===== src/rtl/q31_mul_pkg.sv =====
package q31_mul_pkg;

  // Result mode codes; the encoding is visible at the mode port.
  typedef enum logic [1:0] {
    MODE_FULL = 2'b00,
    MODE_HIGH = 2'b01,
    MODE_FRAC = 2'b10,
    MODE_ALTF = 2'b11
  } mul_mode_e;

  // Number of pipeline slots; the fractional path needs all of them.
  localparam int unsigned NUM_STG = 3;

endpackage


===== src/rtl/q31_signed_mult.sv =====
module q31_signed_mult #(
  parameter int unsigned DATA_W = 32,
  localparam int unsigned PROD_W = 2 * DATA_W
) (
  input  logic [DATA_W-1:0] mul_a,
  input  logic [DATA_W-1:0] mul_b,
  output logic [PROD_W-1:0] mul_p
);

  logic signed [PROD_W-1:0] ext_a;
  logic signed [PROD_W-1:0] ext_b;
  logic signed [PROD_W-1:0] full_p;

  always_comb begin
    ext_a  = {{DATA_W{mul_a[DATA_W-1]}}, mul_a};
    ext_b  = {{DATA_W{mul_b[DATA_W-1]}}, mul_b};
    full_p = ext_a * ext_b;
    mul_p  = full_p;
  end

endmodule


===== src/rtl/q31_sat_double.sv =====
module q31_sat_double #(
  parameter int unsigned DATA_W = 32
) (
  input  logic [DATA_W-1:0] dbl_in,
  output logic [DATA_W-1:0] dbl_out,
  output logic              dbl_ovf
);

  localparam logic [DATA_W-1:0] POS_LIM = {1'b0, {(DATA_W-1){1'b1}}};
  localparam logic [DATA_W-1:0] NEG_LIM = {1'b1, {(DATA_W-1){1'b0}}};

  always_comb begin
    // Doubling overflows when the two top bits differ.
    dbl_ovf = dbl_in[DATA_W-1] ^ dbl_in[DATA_W-2];
    if (dbl_ovf) begin
      dbl_out = dbl_in[DATA_W-1] ? NEG_LIM : POS_LIM;
    end else begin
      dbl_out = {dbl_in[DATA_W-2:0], 1'b0};
    end
  end

endmodule


===== src/rtl/q31_sat_inc.sv =====
module q31_sat_inc #(
  parameter int unsigned DATA_W = 32
) (
  input  logic [DATA_W-1:0] inc_in,
  input  logic              inc_bit,
  output logic [DATA_W-1:0] inc_out,
  output logic              inc_ovf
);

  localparam logic [DATA_W-1:0] POS_LIM = {1'b0, {(DATA_W-1){1'b1}}};

  logic [DATA_W-1:0] raw_sum;

  always_comb begin
    raw_sum = inc_in + {{(DATA_W-1){1'b0}}, inc_bit};
    inc_ovf = inc_bit && (inc_in == POS_LIM);
    inc_out = inc_ovf ? POS_LIM : raw_sum;
  end

endmodule


===== src/rtl/q31_result_fmt.sv =====
module q31_result_fmt
  import q31_mul_pkg::*;
#(
  parameter int unsigned DATA_W = 32,
  localparam int unsigned PROD_W = 2 * DATA_W
) (
  input  logic              fmt_vld,
  input  mul_mode_e         fmt_mode,
  input  logic [PROD_W-1:0] fmt_prod,
  input  logic [DATA_W-1:0] fmt_frac,
  input  logic              fmt_sat,
  output logic [DATA_W-1:0] fmt_hi,
  output logic [DATA_W-1:0] fmt_lo,
  output logic              fmt_satf
);

  always_comb begin
    fmt_hi   = '0;
    fmt_lo   = '0;
    fmt_satf = 1'b0;
    if (fmt_vld) begin
      unique case (fmt_mode)
        MODE_HIGH: begin
          fmt_hi = fmt_prod[PROD_W-1:DATA_W];
        end
        MODE_FRAC: begin
          fmt_hi   = fmt_frac;
          fmt_satf = fmt_sat;
        end
        default: begin
          fmt_hi = fmt_prod[PROD_W-1:DATA_W];
          fmt_lo = fmt_prod[DATA_W-1:0];
        end
      endcase
    end
  end

endmodule


===== src/rtl/q31_mul_unit.sv =====
module q31_mul_unit
  import q31_mul_pkg::*;
#(
  parameter int unsigned DATA_W = 32
) (
  input  logic              clk,
  input  logic              rst_n,
  input  logic              in_valid,
  input  logic [DATA_W-1:0] op_a,
  input  logic [DATA_W-1:0] op_b,
  input  logic [1:0]        mode,
  output logic              out_valid,
  output logic [DATA_W-1:0] res_hi,
  output logic [DATA_W-1:0] res_lo,
  output logic              sat_flag
);

  localparam int unsigned PROD_W = 2 * DATA_W;
  localparam int unsigned LAST   = NUM_STG;

  typedef struct packed {
    mul_mode_e         mode;
    logic [PROD_W-1:0] prod;
    logic [DATA_W-1:0] frac;
    logic              sat;
  } slot_t;

  logic [LAST:1] stg_vld;
  logic [LAST:1] vld_d;
  logic [LAST:1] take;
  slot_t         pay_q [1:LAST];
  slot_t         pay_d [1:LAST];

  logic [PROD_W-1:0] new_prod;
  logic [DATA_W-1:0] dbl_val;
  logic              dbl_ovf;
  logic [DATA_W-1:0] inc_val;
  logic              inc_ovf;
  slot_t             out_slot;
  logic              out_any;

  q31_signed_mult #(.DATA_W(DATA_W)) u_mult (
    .mul_a (op_a),
    .mul_b (op_b),
    .mul_p (new_prod)
  );

  q31_sat_double #(.DATA_W(DATA_W)) u_dbl (
    .dbl_in  (pay_q[1].prod[PROD_W-1:DATA_W]),
    .dbl_out (dbl_val),
    .dbl_ovf (dbl_ovf)
  );

  q31_sat_inc #(.DATA_W(DATA_W)) u_inc (
    .inc_in  (pay_q[2].frac),
    .inc_bit (pay_q[2].prod[DATA_W-1]),
    .inc_out (inc_val),
    .inc_ovf (inc_ovf)
  );

  // Output selection: oldest slot first; a short op leaves early only
  // when nothing older is still waiting further down the pipe.
  always_comb begin
    take       = '0;
    take[LAST] = stg_vld[LAST];
    take[2]    = !stg_vld[LAST] && stg_vld[2] && (pay_q[2].mode != MODE_FRAC);
    take[1]    = !stg_vld[LAST] && !stg_vld[2] && stg_vld[1]
                 && (pay_q[1].mode != MODE_FRAC);
  end

  // Next-state for every slot.
  always_comb begin
    vld_d[1]      = in_valid;
    pay_d[1].mode = mul_mode_e'(mode);
    pay_d[1].prod = new_prod;
    pay_d[1].frac = '0;
    pay_d[1].sat  = 1'b0;

    vld_d[2]      = stg_vld[1] && !take[1];
    pay_d[2]      = pay_q[1];
    pay_d[2].frac = dbl_val;
    pay_d[2].sat  = dbl_ovf;

    vld_d[LAST]      = stg_vld[2] && !take[2];
    pay_d[LAST]      = pay_q[2];
    pay_d[LAST].frac = inc_val;
    pay_d[LAST].sat  = pay_q[2].sat || inc_ovf;
  end

  // Slot registers: valid bits reset, payload loaded only with a live op.
  for (genvar g = 1; g <= LAST; g++) begin : g_slot
    always_ff @(posedge clk or negedge rst_n) begin
      if (!rst_n) begin
        stg_vld[g] <= 1'b0;
      end else begin
        stg_vld[g] <= vld_d[g];
      end
    end

    always_ff @(posedge clk) begin
      if (vld_d[g]) begin
        pay_q[g] <= pay_d[g];
      end
    end
  end

  always_comb begin
    out_any = |take;
    if (take[LAST]) begin
      out_slot = pay_q[LAST];
    end else if (take[2]) begin
      out_slot = pay_q[2];
    end else begin
      out_slot = pay_q[1];
    end
  end

  q31_result_fmt #(.DATA_W(DATA_W)) u_fmt (
    .fmt_vld  (out_any),
    .fmt_mode (out_slot.mode),
    .fmt_prod (out_slot.prod),
    .fmt_frac (out_slot.frac),
    .fmt_sat  (out_slot.sat),
    .fmt_hi   (res_hi),
    .fmt_lo   (res_lo),
    .fmt_satf (sat_flag)
  );

  assign out_valid = out_any;

endmodule


===== config.mk =====
export PLATFORM = sky130hd
export DESIGN_NAME = q31_mul_unit
export DESIGN_NICKNAME = d
export VERILOG_FILES = /design/src/rtl/q31_mul_pkg.sv /design/src/rtl/q31_signed_mult.sv /design/src/rtl/q31_sat_double.sv /design/src/rtl/q31_sat_inc.sv /design/src/rtl/q31_result_fmt.sv /design/src/rtl/q31_mul_unit.sv
export SDC_FILE = /design/constraint.sdc
export NUM_CORES = 2
export LEC_CHECK = 0
export ABC_AREA = 1
export CAP_MARGIN = 40
export CORE_ASPECT_RATIO = 1.4
export CORE_UTILIZATION = 35
export CTS_CLUSTER_SIZE = 8
export DETAILED_ROUTE_END_ITERATION = 8
export PLACE_DENSITY = 0.62
export SLEW_MARGIN = 30
export SYNTH_ARGS = -nofsm -noshare
export SYNTH_HDL_FRONTEND = slang
export SYNTH_HIERARCHICAL = 1
export SYNTH_SLANG_ARGS = --single-unit

===== constraint.sdc =====
create_clock -name clk -period 6.8 [get_ports clk]
set_input_delay 2.04 -clock clk [delete_from_list [all_inputs] [get_ports clk]]
set_output_delay 2.04 -clock clk [all_outputs]
set_load 0.005 [all_outputs]

==> reports/results.tsv <==
metric	value	unit
placementRows	166	
synth_seq_cells	267	
grt_start_max_net_pins	68	
status	finished with violations	
max_slew_margin	47.75	%
muxShareOfSynthArea	0	%
drive_gt1_share	25.56	%
synth-simple-area-share	20.13	%
synthFlopType	edfxtp_1	
grt_usage	23.27	%
clk_path_buf_depth	3	
tritoncts	built	
dp_hpwl	128100	µm
antenna_found_initial	3	
crit_path_end_kind	flop	
pre_cts_slack	-2421	ps
ys_types	45	
synth_xor_area_share	0.8143	%
clk_latency	540	ps
min_period_over_period	120.7	%
cp.required	7080	ps
synth_warnings	6	
grt_pass1_wl	267000	µm
synthAdderAreaFrac	46.56	%
synth-compound-area-share	1.524	%
startpoint_type	primary input	
fmax	0.1218	GHz
setup_viol	55	
nets	8372	
worstMarginPinSlew	783.7	ps
fin_skew	22.66	ps
syn_inst	6347	
core_area	0.1462	mm²
overflow	0	
clk_pin_slew	50	ps
min_period	8208	ps
worstSetupPathType	in -> reg	
rsz0062_at_grt	true	
cts.hold.buffers_added	0	
final_core_util	47.01	%
wirelength	173700	µm
die_w	326.6	µm
finalHoldViolCount	0	
slew_violations	0	
fin_ws	-1408	ps
ys_seq_area_share	15.50	%
drc_errors	0	
cts_buffers	39	
syn_area	0.05163	mm²
violations	setup timing	
htreeDepth	2	
start_util	35.31	%
postRouteAntennaNets	0	
crit_fanout	7	
async_reset_ff_share	1.124	%
io_pins	135	
die_y	456.4	µm
cts-root-buf	clkbuf_16	
drt_pass1_iterations	6	
hold_class	reg -> reg	
area_delta_synth_final	33.13	%
cap_violations	0	
clock-sinks	267	
routedWlPerCell	19.35	µm
post_drt_via_cell_ratio	4.768	
synth_edf_count	264	
avgSynthCellArea	8.134	µm²
drtIter0Drc	2691	
crit_arrival	8490	ps
io_buffers	134	
grt_pass1_vias	46660	
synthesis.nets	7688	
vias	42810	
die_area	0.1491	mm²
place_congestion	0.9191	
synth_top_family_by_area	adder cells	
==> Yosys cell counts (32+ instances only) <==
cell | count | area share [%]
xor2_1 | 37 | 0.63
ha_1 | 190 | 4.6
o21ai_1 | 33 | 0.32
nand3_1 | 219 | 2.1
fa_1 | 1082 | 42
edfxtp_1 | 264 | 15
nand2_1 | 1909 | 14
nand2_2 | 32 | 0.39
a21oi_1 | 62 | 0.60
inv_1 | 1790 | 13
nor2_1 | 260 | 1.9
buf_2 | 34 | 0.33
clkbuf_1 | 196 | 1.4
==> flip-flops by register name (all words and copies together), names as in the netlist <==
| register | flops |
|---|---|
| pay_q | 264 |
| stg_vld | 3 |
==> critical path, cell delays in order <==
cell and delay, ps:
buf_12 110, buf_12 140, buf_12 140, nand2_8 70, inv_6 30, fa_1 550, fa_1 470, fa_2 650
buf_6 140, buf_6 80, fa_1 440, fa_1 530, fa_1 520, fa_1 560, inv_2 50, fa_1 510
inv_2 50, ha_4 300, buf_6 130, nand2_8 70, nor2_4 190, nand2_4 100, inv_4 70, nand2_2 60
nor3_2 160, nand2_2 120, nand4_1 100, nand2_1 60
==> path summary, 6_finish.rpt <==
kind,from,end,slack [ps],cells after the start
min in group asynchronous,rst_n,stg_vld[3]$_DFF_PN0_,1690,1
worst min-delay path,pay_q[0][140]$_DFFE_PP_,pay_q[0][239]$_DFFE_PP_,430,0
worst max-delay path,op_a[31],pay_q[0][49]$_DFFE_PP_,-1410,28
worst min register to register,pay_q[0][140]$_DFFE_PP_,pay_q[0][239]$_DFFE_PP_,430,0
worst max register to register,stg_vld[3]$_DFF_PN0_,pay_q[0][251]$_DFFE_PP_,2470,7
max in group asynchronous,rst_n,stg_vld[3]$_DFF_PN0_,4930,1
==> layout by cell type, fill, tap and decap left out, drive strengths merged, types with 22 or more instances in the layout <==
cell | netlist | layout
nand2 | 1944 | 1944
inv | 1811 | 1811
fa | 1082 | 1082
buf | 63 | 790
nor2 | 304 | 304
edfxtp | 264 | 264
nand3 | 231 | 231
ha | 190 | 190
clkdlybuf4s50 | 0 | 69
a21oi | 65 | 65
o21ai | 64 | 64
clkbuf | 197 | 58
xor2 | 37 | 37
bufbuf | 0 | 22
==> through the flow <==
| step | TNS [ps] | hold slack, ps | area (µm²) | std cells |
|---|---|---|---|---|
| 6_report | -58960 | 434.5 | 68730 | 8978 |
| 5_1_grt | -66560 | 443.4 | 68730 | 8978 |
| 3_3_place_gp | -113780 | 430.4 | 60530 | 8633 |
| 4_1_cts | -56250 | 433.9 | 67090 | 8925 |
| 2_1_floorplan | -48830 | 427.1 | 53820 | 6347 |
| 3_5_place_dp | -116920 | 431.9 | 60620 | 8636 |
==> logic make-up (layout without fill, tap and decap cells) <==
logic type / Yosys count / after routing
AO/OA/AOI/OAI: 145 / 145
AND/OR/NAND/NOR: 2544 / 2544
other: 0 / 3
flip-flops: 267 / 267
XOR/XNOR: 48 / 48
buffers and inverters: 2071 / 2767
adder cells (fa/ha/maj): 1272 / 1272
==> layout make-up <==
type                    count  area [µm²]
multi-input cells        4009       39610
repair inverters            1       6.256
repair buffers            902       10750
well taps                1932        2417
inverters                1811        6835
clock inverters             4       82.58
fillers                 13480       77490
flip-flops and latches    267        8006
clock buffers              49        1013
diodes                      3       7.507
==> layer usage <==
metal | GRT usage (%) | up-vias | share of wire, %
li1 | - | 19360 | -
met1 | 26.56 | 21430 | 37
met2 | 41.81 | 1488 | 51
met3 | 2.298 | 532 | 4.9
met4 | 13.85 | 0 | 7.6
met5 | 0 | - | 0
==> what timing repair did <==
action / 4_1_cts / 5_1_grt
gates cloned: 42 / 6
pin swaps: 433 / 320
setup endpoints to repair: 55 / 55
gates resized for setup: 978 / 384
setup buffers: 202 / 54
Power is not shown: default switching activity piles up to over one toggle a cycle in this logic, so the estimate is an artifact.
